[config.mk]
export PLATFORM = sky130hd
export DESIGN_NAME = regstat_table
export DESIGN_NICKNAME = d
export VERILOG_FILES = /design/src/rtl/regstat_pkg.sv /design/src/rtl/regstat_entry.sv /design/src/rtl/regstat_bank.sv /design/src/rtl/regstat_table.sv
export SDC_FILE = /design/constraint.sdc
export NUM_CORES = 2
export LEC_CHECK = 0
export BUFFER_PORTS_ARGS = -buffer_cell sky130_fd_sc_hd__buf_2
export CORE_MARGIN = 4
export CORE_UTILIZATION = 55
export DETAILED_ROUTE_END_ITERATION = 6
export PLACE_DENSITY = 0.73
export SLEW_MARGIN = 10
export SYNTH_ARGS = -nofsm -noshare
export SYNTH_HDL_FRONTEND = slang
export SYNTH_SLANG_ARGS = --single-unit
[constraint.sdc]
create_clock -name clk -period 3 [get_ports clk]
set_input_delay 0 -clock clk [delete_from_list [all_inputs] [get_ports clk]]
set_output_delay 0 -clock clk [all_outputs]
set_load 0.03 [all_outputs]
[src/rtl/regstat_pkg.sv]
package regstat_pkg;
  parameter int unsigned RS_TAG_W  = 4;
  parameter int unsigned RS_DATA_W = 32;

  typedef struct packed {
    logic                 pend;
    logic [RS_TAG_W-1:0]  tag;
    logic [RS_DATA_W-1:0] val;
  } rs_entry_t;
endpackage

[src/rtl/regstat_entry.sv]
module regstat_entry
  import regstat_pkg::*;
#(
  parameter logic [RS_DATA_W-1:0] RST_VAL = '0
) (
  input  logic                 clk,
  input  logic                 rst_n,
  input  logic                 wr_en,
  input  logic [RS_TAG_W-1:0]  wr_tag,
  input  logic                 cdb_valid,
  input  logic [RS_TAG_W-1:0]  cdb_tag,
  input  logic [RS_DATA_W-1:0] cdb_value,
  output rs_entry_t            q
);
  rs_entry_t nxt;
  logic      hit;
  logic      upd;

  always_comb begin
    hit = cdb_valid && q.pend && (q.tag == cdb_tag);
    upd = wr_en || hit;
    nxt = q;
    if (hit) begin
      nxt.pend = 1'b0;
      nxt.val  = cdb_value;
    end
    if (wr_en) begin
      nxt.pend = 1'b1;
      nxt.tag  = wr_tag;
    end
  end

  always_ff @(posedge clk or negedge rst_n) begin
    if (!rst_n) begin
      q.pend <= 1'b0;
      q.tag  <= '0;
      q.val  <= RST_VAL;
    end else if (upd) begin
      q <= nxt;
    end
  end

  AST_WR_SETS_TAG: assert property (@(posedge clk) disable iff (!rst_n)
    wr_en |=> (q.pend && q.tag == $past(wr_tag)));
  AST_BCAST_FILLS: assert property (@(posedge clk) disable iff (!rst_n)
    (cdb_valid && q.pend && q.tag == cdb_tag && !wr_en) |=> (!q.pend && q.val == $past(cdb_value)));
  AST_NEW_TAG_WINS: assert property (@(posedge clk) disable iff (!rst_n)
    (wr_en && cdb_valid && q.pend && q.tag == cdb_tag) |=> (q.pend && q.tag == $past(wr_tag)));
  AST_IDLE_HOLDS: assert property (@(posedge clk) disable iff (!rst_n)
    (!wr_en && !(cdb_valid && q.pend && q.tag == cdb_tag)) |=> $stable(q));
endmodule

[src/rtl/regstat_bank.sv]
module regstat_bank
  import regstat_pkg::*;
#(
  parameter int unsigned          NUM_REGS = 16,
  parameter int unsigned          NUM_RD   = 2,
  parameter logic [RS_DATA_W-1:0] INIT_VAL = '0,
  parameter int                   SEED_IDX = -1,
  parameter logic [RS_DATA_W-1:0] SEED_VAL = '0,
  localparam int unsigned         IDX_W    = $clog2(NUM_REGS)
) (
  input  logic                 clk,
  input  logic                 rst_n,
  input  logic                 wr_en,
  input  logic [IDX_W-1:0]     wr_idx,
  input  logic [RS_TAG_W-1:0]  wr_tag,
  input  logic                 cdb_valid,
  input  logic [RS_TAG_W-1:0]  cdb_tag,
  input  logic [RS_DATA_W-1:0] cdb_value,
  input  logic [IDX_W-1:0]     rd_idx [NUM_RD],
  output rs_entry_t            rd_res [NUM_RD]
);
  rs_entry_t ent [NUM_REGS];

  for (genvar i = 0; i < NUM_REGS; i++) begin : g_ent
    localparam logic [RS_DATA_W-1:0] EVAL = (i == SEED_IDX) ? SEED_VAL : INIT_VAL;
    logic sel_wr;
    assign sel_wr = wr_en && (wr_idx == IDX_W'(i));
    regstat_entry #(.RST_VAL(EVAL)) u_ent (
      .clk       (clk),
      .rst_n     (rst_n),
      .wr_en     (sel_wr),
      .wr_tag    (wr_tag),
      .cdb_valid (cdb_valid),
      .cdb_tag   (cdb_tag),
      .cdb_value (cdb_value),
      .q         (ent[i])
    );
  end

  for (genvar p = 0; p < NUM_RD; p++) begin : g_rd
    rs_entry_t sel;
    logic      byp;
    always_comb begin
      sel = ent[rd_idx[p]];
      byp = cdb_valid && sel.pend && (sel.tag == cdb_tag);
      rd_res[p].pend = sel.pend && !byp;
      rd_res[p].tag  = rd_res[p].pend ? sel.tag : '0;
      if (rd_res[p].pend)
        rd_res[p].val = '0;
      else if (byp)
        rd_res[p].val = cdb_value;
      else
        rd_res[p].val = sel.val;
    end

    AST_BYPASS_NOT_PENDING: assert property (@(posedge clk) disable iff (!rst_n)
      (cdb_valid && rd_res[p].pend) |-> (rd_res[p].tag != cdb_tag));
  end
endmodule

[src/rtl/regstat_table.sv]
module regstat_table
  import regstat_pkg::*;
#(
  parameter int unsigned NUM_FP   = 16,
  parameter int unsigned NUM_INT  = 32,
  parameter int unsigned FP_INIT  = 1,
  parameter int unsigned INT_INIT = 0,
  parameter int          INT_SEED = 1,
  parameter int unsigned SEED_VAL = 16,
  parameter int unsigned NUM_W    = 5
) (
  input  logic                 clk,
  input  logic                 rst_n,
  input  logic                 rd0_fp,
  input  logic [NUM_W-1:0]     rd0_num,
  output logic                 rd0_pend,
  output logic [RS_TAG_W-1:0]  rd0_tag,
  output logic [RS_DATA_W-1:0] rd0_val,
  input  logic                 rd1_fp,
  input  logic [NUM_W-1:0]     rd1_num,
  output logic                 rd1_pend,
  output logic [RS_TAG_W-1:0]  rd1_tag,
  output logic [RS_DATA_W-1:0] rd1_val,
  input  logic                 wr_en,
  input  logic                 wr_fp,
  input  logic [NUM_W-1:0]     wr_num,
  input  logic [RS_TAG_W-1:0]  wr_tag,
  input  logic                 cdb_valid,
  input  logic [RS_TAG_W-1:0]  cdb_tag,
  input  logic [RS_DATA_W-1:0] cdb_value
);
  localparam int unsigned NRD   = 2;
  localparam int unsigned FP_W  = $clog2(NUM_FP);
  localparam int unsigned INT_W = $clog2(NUM_INT);

  logic             rd_fp  [NRD];
  logic [NUM_W-1:0] rd_num [NRD];
  logic [FP_W-1:0]  fp_idx [NRD];
  logic [INT_W-1:0] int_idx[NRD];
  rs_entry_t        fp_res [NRD];
  rs_entry_t        int_res[NRD];
  rs_entry_t        mux_res[NRD];

  assign rd_fp[0]  = rd0_fp;
  assign rd_fp[1]  = rd1_fp;
  assign rd_num[0] = rd0_num;
  assign rd_num[1] = rd1_num;

  for (genvar p = 0; p < NRD; p++) begin : g_port
    assign fp_idx[p]  = rd_num[p][FP_W:1];
    assign int_idx[p] = rd_num[p][INT_W-1:0];
    assign mux_res[p] = rd_fp[p] ? fp_res[p] : int_res[p];
  end

  assign rd0_pend = mux_res[0].pend;
  assign rd0_tag  = mux_res[0].tag;
  assign rd0_val  = mux_res[0].val;
  assign rd1_pend = mux_res[1].pend;
  assign rd1_tag  = mux_res[1].tag;
  assign rd1_val  = mux_res[1].val;

  logic fp_we;
  logic int_we;
  assign fp_we  = wr_en && wr_fp;
  assign int_we = wr_en && !wr_fp;

  regstat_bank #(
    .NUM_REGS (NUM_FP),
    .NUM_RD   (NRD),
    .INIT_VAL (RS_DATA_W'(FP_INIT)),
    .SEED_IDX (-1),
    .SEED_VAL ('0)
  ) u_fp_bank (
    .clk       (clk),
    .rst_n     (rst_n),
    .wr_en     (fp_we),
    .wr_idx    (wr_num[FP_W:1]),
    .wr_tag    (wr_tag),
    .cdb_valid (cdb_valid),
    .cdb_tag   (cdb_tag),
    .cdb_value (cdb_value),
    .rd_idx    (fp_idx),
    .rd_res    (fp_res)
  );

  regstat_bank #(
    .NUM_REGS (NUM_INT),
    .NUM_RD   (NRD),
    .INIT_VAL (RS_DATA_W'(INT_INIT)),
    .SEED_IDX (INT_SEED),
    .SEED_VAL (RS_DATA_W'(SEED_VAL))
  ) u_int_bank (
    .clk       (clk),
    .rst_n     (rst_n),
    .wr_en     (int_we),
    .wr_idx    (wr_num[INT_W-1:0]),
    .wr_tag    (wr_tag),
    .cdb_valid (cdb_valid),
    .cdb_tag   (cdb_tag),
    .cdb_value (cdb_value),
    .rd_idx    (int_idx),
    .rd_res    (int_res)
  );

  AST_PEND_HAS_NO_VALUE: assert property (@(posedge clk) disable iff (!rst_n)
    rd0_pend |-> (rd0_val == '0));
endmodule

## After elaboration in Yosys (flattened, before gate mapping)

Cells that the tools add are included.

| storage, ports and cells | value |
|---|---|
| flip-flop bits (word level) | 1776 |
| input bits | 62 |
| output and inout bits | 74 |

| cells by class | value |
|---|---|
| $lt $le $gt $ge | 4 |
| equality and inequality tests | 98 |
| multiplexer cells | 122 |
| bitwise logic cells | 4 |
| reductions and logical operators | 405 |

Operator list:

| operator | count |
|---|---|
| binary-select mux 37 bit (select 5 bit) | 2 |
| two-way mux 37 bit | 10 |
| binary-select mux 37 bit (select 4 bit) | 2 |
| AND reduction 2 bit | 144 |
| two-way mux 32 bit | 8 |
| two-way mux 5 bit | 48 |
| == test 4 bit | 52 |
| logical AND 1 bit | 158 |
| nonzero test 2 bit | 48 |
| == test 5 bit, second input constant | 16 |
| logical OR 1 bit | 48 |
| two-way mux 1 bit | 48 |
| == test 5 x 4 -> 1 bit, second input constant | 8 |
| == test 4 bit, second input constant | 8 |
| == test 5 x 3 -> 1 bit, second input constant | 4 |
| == test 4 x 3 -> 1 bit, second input constant | 4 |
| two-way mux 4 bit | 4 |
| greater-or-equal comparator 6 bit, second input constant | 2 |
| NOT 5 -> 6 bit | 2 |
| == test 5 x 2 -> 1 bit, second input constant | 2 |
| greater-or-equal comparator 5 bit, second input constant | 2 |
| NOT 4 -> 5 bit | 2 |
| == test 4 x 2 -> 1 bit, second input constant | 2 |
| == test 5 x 1 -> 1 bit, second input constant | 1 |
| other kinds (4) | 8 |

## Depth between registers and ports, before layout

| logic depth | value |
|---|---|
| depth in word-level cells | 10 |
| gate-level depth with buffers | 14 |
| mapped depth without buffers | 8 |

## By module

A second synthesis with hierarchy kept.

| second synthesis, totals | value |
|---|---|
| cells, all modules | 6278 |
| area total of the unflattened synthesis | 106196.9 um^2 |

Modules (own cells, without submodules):

| module | instances | cells an instance | area an instance (um^2) | sequential area each (um^2) |
|---|---|---|---|---|
| regstat_entry (u_int_bank.g_ent[0].u_ent ...) | 31 | 83 | 1547.7 | 925.9 |
| regstat_entry (u_fp_bank.g_ent[0].u_ent ...) | 17 | 83 | 1549.0 | 927.1 |
| regstat_bank (u_int_bank) | 1 | 1385 | 19977.9 | 0.0 |
| regstat_bank (u_fp_bank) | 1 | 825 | 10692.8 | 0.0 |
| regstat_table | 1 | 84 | 1213.7 | 0.0 |

## Worst setup path before layout

No wires, ideal clock.

| path | value |
|---|---|
| path type | in2out |
| start | input rd0_num[0] |
| end | output rd0_tag[2] |
| data arrival time | 2.936 ns |
| setup slack | 0.064 ns |
| cell stages on the path | 10 |
| buffers on the path | 4 |
| path through | buf_2 > buf_6 > mux4_2 > mux4_2 > and2_1 > a21oi_1 > and4bb_1 > buf_2 > buf_2 > o32ai_1 |

| between the ends | value |
|---|---|
| word-level cells in the longest chain between the ends | 10 |
| elaborated cells on any way between the ends | 11 |

RTL lines:

| item | RTL line | source |
|---|---|---|
| start: declaration | regstat_table.sv:15 | `input logic [NUM_W-1:0] rd0_num,` |
| NOT 5 -> 6 bit (implied by the code) (*) | regstat_bank.sv:44 | `sel = ent[rd_idx[p]];` |
| binary-select mux 37 bit (select 5 bit) (*) | regstat_bank.sv:44 |  |
| two-way mux 37 bit (implied by the code) (*) (2 in a row) | regstat_bank.sv:44 |  |
| == test 4 bit or logical AND 1 bit (tied branches) | regstat_bank.sv:45 | `byp = cdb_valid && sel.pend && (sel.tag == cdb_tag);` |
| logical AND 1 bit | regstat_bank.sv:45 |  |
| zero test 1 bit | regstat_bank.sv:46 | `rd_res[p].pend = sel.pend && !byp;` |
| logical AND 1 bit | regstat_bank.sv:46 |  |
| two-way mux 4 bit (*) | regstat_bank.sv:47 | `rd_res[p].tag = rd_res[p].pend ? sel.tag : '0;` |
| two-way mux 37 bit (*) | regstat_table.sv:52 | `assign mux_res[p] = rd_fp[p] ? fp_res[p] : int_res[p];` |
| end: declaration | regstat_table.sv:17 | `output logic [RS_TAG_W-1:0] rd0_tag,` |

Every way passes the cells marked *; elsewhere a longest branch is shown, timed or not. The select of a mux whose other input is x is not followed.

## Worst setup path in the final report

| path | value |
|---|---|
| start | register u_fp_bank.g_ent[13].u_ent.q[35] in the netlist's numbering |
| end | output rd0_val[2] |

| between the ends | value |
|---|---|
| word-level cells in the longest chain between the ends | 9 |
| elaborated cells on any way between the ends | 10 |

RTL lines:

| item | RTL line | source |
|---|---|---|
| start: declaration | regstat_entry.sv:13 | `output rs_entry_t q` |
| start signal: assignment | regstat_entry.sv:39 | `q <= nxt;` |
| binary-select mux 37 bit (select 4 bit) (*) | regstat_bank.sv:44 |  |
| two-way mux 37 bit (implied by the code) (*) (2 in a row) | regstat_bank.sv:44 |  |
| == test 4 bit (*) | regstat_bank.sv:45 |  |
| logical AND 1 bit (*) | regstat_bank.sv:45 |  |
| zero test 1 bit | regstat_bank.sv:46 |  |
| logical AND 1 bit | regstat_bank.sv:46 |  |
| two-way mux 32 bit (*) | regstat_bank.sv:48 | `if (rd_res[p].pend)` |
| two-way mux 37 bit (*) | regstat_table.sv:52 |  |
| end: declaration | regstat_table.sv:18 | `output logic [RS_DATA_W-1:0] rd0_val,` |

Marks and branches as above.

==> flow_summary.json <==
{
  "cts-buffers-inserted": 188,
  "root_buffer": "clkbuf_16",
  "drtIter0Drc": 7434,
  "wl_per_cell_um": 34.5,
  "clock-sinks": 1776,
  "htreeDepth": 4,
  "finalCriticalPeriod_ns": 3.99,
  "hold_path.class": "input pin to register",
  "firstDrtPassIters": 6,
  "synth_top_cell_area_share": 0.449,
  "yosysWarnings": 0,
  "drtAntennaViolNets": 0,
  "cp-start-kind": "register",
  "gp_congestion": 0.972,
  "hold_viol_final": 0,
  "status": "complete, but fails checks",
  "ios": 136,
  "final_core_utilization": 0.636,
  "finalPower_mw": 84.9,
  "cts_tree": "built",
  "ys_ff_latch": 1776,
  "power_density_nw_per_um2": 756,
  "max_slew_margin": 0.255,
  "crit_type": "register to output pin",
  "final_cells": 8979,
  "drv_slew": 0,
  "netlist_top_cells_area": "dfrtp_1, mux4_2, mux2_2, mux2i_1, clkbuf_1",
  "worstPathRequired_ns": 3.00,
  "setup_viol": 74,
  "grt_pass1_vias": 66700,
  "endpoint_kind": "output pin",
  "antenna_found_initial": 6,
  "nets": 6546,
  "postPlaceCellArea_um2": 104000,
  "synth_common_cells": "dfrtp_1, mux2_2, mux4_2, clkbuf_1, buf_2",
  "finClkSkew_ns": 0.0320,
  "grt_use_total": 0.334,
  "syn_area_per_cell_um2": 15.7,
  "numPortBuffers": 135,
  "routed-via-count": 64000,
  "whs_ns": 0.0573,
  "drive_gt1_frac": 0.578,
  "leakage_nw": 51.2,
  "postSynthCellCount": 6267,
  "design_area_um2": 112000,
  "grt_pass1_wl_um": 454000,
  "worstPathArrival_ns": 3.99,
  "yosys.area.top_type": "dfrtp_1",
  "synth_edf_count": 0,
  "worst_slew_pin_slew_ns": 1.12,
  "vias_per_cell": 7.13,
  "place_ws_ns": -0.414,
  "synth_async_sr_flop_share": 1.00,
  "clk_path_buf_depth": 3,
  "die_h_um": 430,
  "start_util": 0.555,
  "grt_start_max_net_pins": 153,
  "tns_ns": -65.83,
  "post-route-period-util": 1.33,
  "cap_violations": 0,
  "rsz0062_at_grt": "yes",
  "fin_ws_ns": -0.987,
  "synth_most_common_cell": "dfrtp_1",
  "clk_pin_slew_worst_paths_ns": 0.06,
  "synth_cell_type_count": 67,
  "die_width_um": 430,
  "ys_seq_area_frac": 0.453,
  "ir_drop_v": 0.000524,
  "die_area_um2": 185000,
  "clk_latency_ns": 0.84,
  "violations": "negative setup slack",
  "routed_wl_um": 310000,
  "ys.flop_type": "dfrtp_1",
  "syn_to_final_growth_pct": 14.5,
  "crit_fanout": 4,
  "grt_overflow": 0,
  "drcViolationCount": 0,
  "synthesis.nets": 6329,
  "dp_hpwl_um": 181000,
  "std_cell_rows": 154,
  "synth_area_um2": 98100,
  "max_clock_freq_mhz": 251,
  "core_um2": 177000,
  "dp_cells": 8556
}
placed cells by master (no fill, tap or decap), types with 33 or more instances in the layout:
cell type,instances
a21o_1,60
a221o_1,33
buf_12,126
buf_2,51
buf_4,352
buf_6,94
clkbuf_1,35
clkbuf_16,194
clkbuf_8,48
clkinv_2,34
dfrtp_1,1757
dlygate4sd3_1,48
inv_1,50
mux2_2,1735
mux2i_1,153
mux4_2,1042
nand2_1,89
nand4_1,46
nor2_1,64
nor2b_1,54
nor3_1,53
o22ai_1,41
xnor2_1,57
xor2_1,116
power by group:
group | internal, mW | switching, mW
Sequential | 30.9 | 5.10
Clock | 14.3 | 10.2
Combinational | 15.0 | 9.42
final timing paths:
path                                                   from  slack, ns  cells after the start                          endpoint
max                         u_fp_bank.g_ent[13].u_ent.q[35]      -0.99                     11                        rd0_val[2]
max reg2reg                u_int_bank.g_ent[12].u_ent.q[33]       0.32                      5  u_int_bank.g_ent[12].u_ent.q[16]
min                                               wr_tag[1]       0.06                      2  u_int_bank.g_ent[12].u_ent.q[33]
min in group asynchronous                             rst_n       0.52                      4    u_fp_bank.g_ent[3].u_ent.q[11]
min reg2reg                 u_fp_bank.g_ent[14].u_ent.q[25]       0.52                      1   u_fp_bank.g_ent[14].u_ent.q[25]
max in group asynchronous                             rst_n       1.56                      4    u_fp_bank.g_ent[3].u_ent.q[25]
final cells by class:
class	instances	area, um2
diodes	2	5.00
clock buffers	273	5570
clock inverters	70	893
fillers	12400	64400
inverters	54	213
multi-input cells	3775	50900
flip-flops and latches	1776	44500
well taps	2340	2930
repair buffers	689	7320
state kept, by name, indices dropped and copies added, names as in the netlist:
signal / cells
u_fp_bank.g_ent.u_ent.q: 592
u_int_bank.g_ent.u_ent.q: 1184
worst max-delay path, stage by stage, from the launching register on:
cell,delay [ns]
dfrtp_1,0.39
mux4_2,0.53
mux2i_2,0.19
mux2i_2,0.14
xnor2_1,0.16
nor3_2,0.24
nand4_4,0.23
buf_12,0.26
clkbuf_16,0.17
mux2_2,0.27
a221o_1,0.40
buf_6,0.17
timing repair:
item,4_1_cts,5_1_grt
setup buffers,24,9
hold endpoints to repair,3200,0
pin swaps,31,28
hold buffers,49,0
endpoints found under the setup margin,74,74
cloned,6,2
resized for setup,224,24
cells by family after synthesis:
group                     count (synthesis)  share of synthesized area
muxes                                  2968                      0.460
DFF                                    1776                      0.453
buffers and inverters                   716                     0.0324
and+or+nand+nor                         394                     0.0203
AOI/OAI and AO/OA                       239                     0.0184
xor gates and xnor gates                174                     0.0156
routing by layer:
layer	global-route usage	wire (um)
met3	0.0771	30600
met4	0.154	16500
met2	0.513	143000
met1	0.460	120000
met5	0	116
Power figures use the tool's default switching activity.
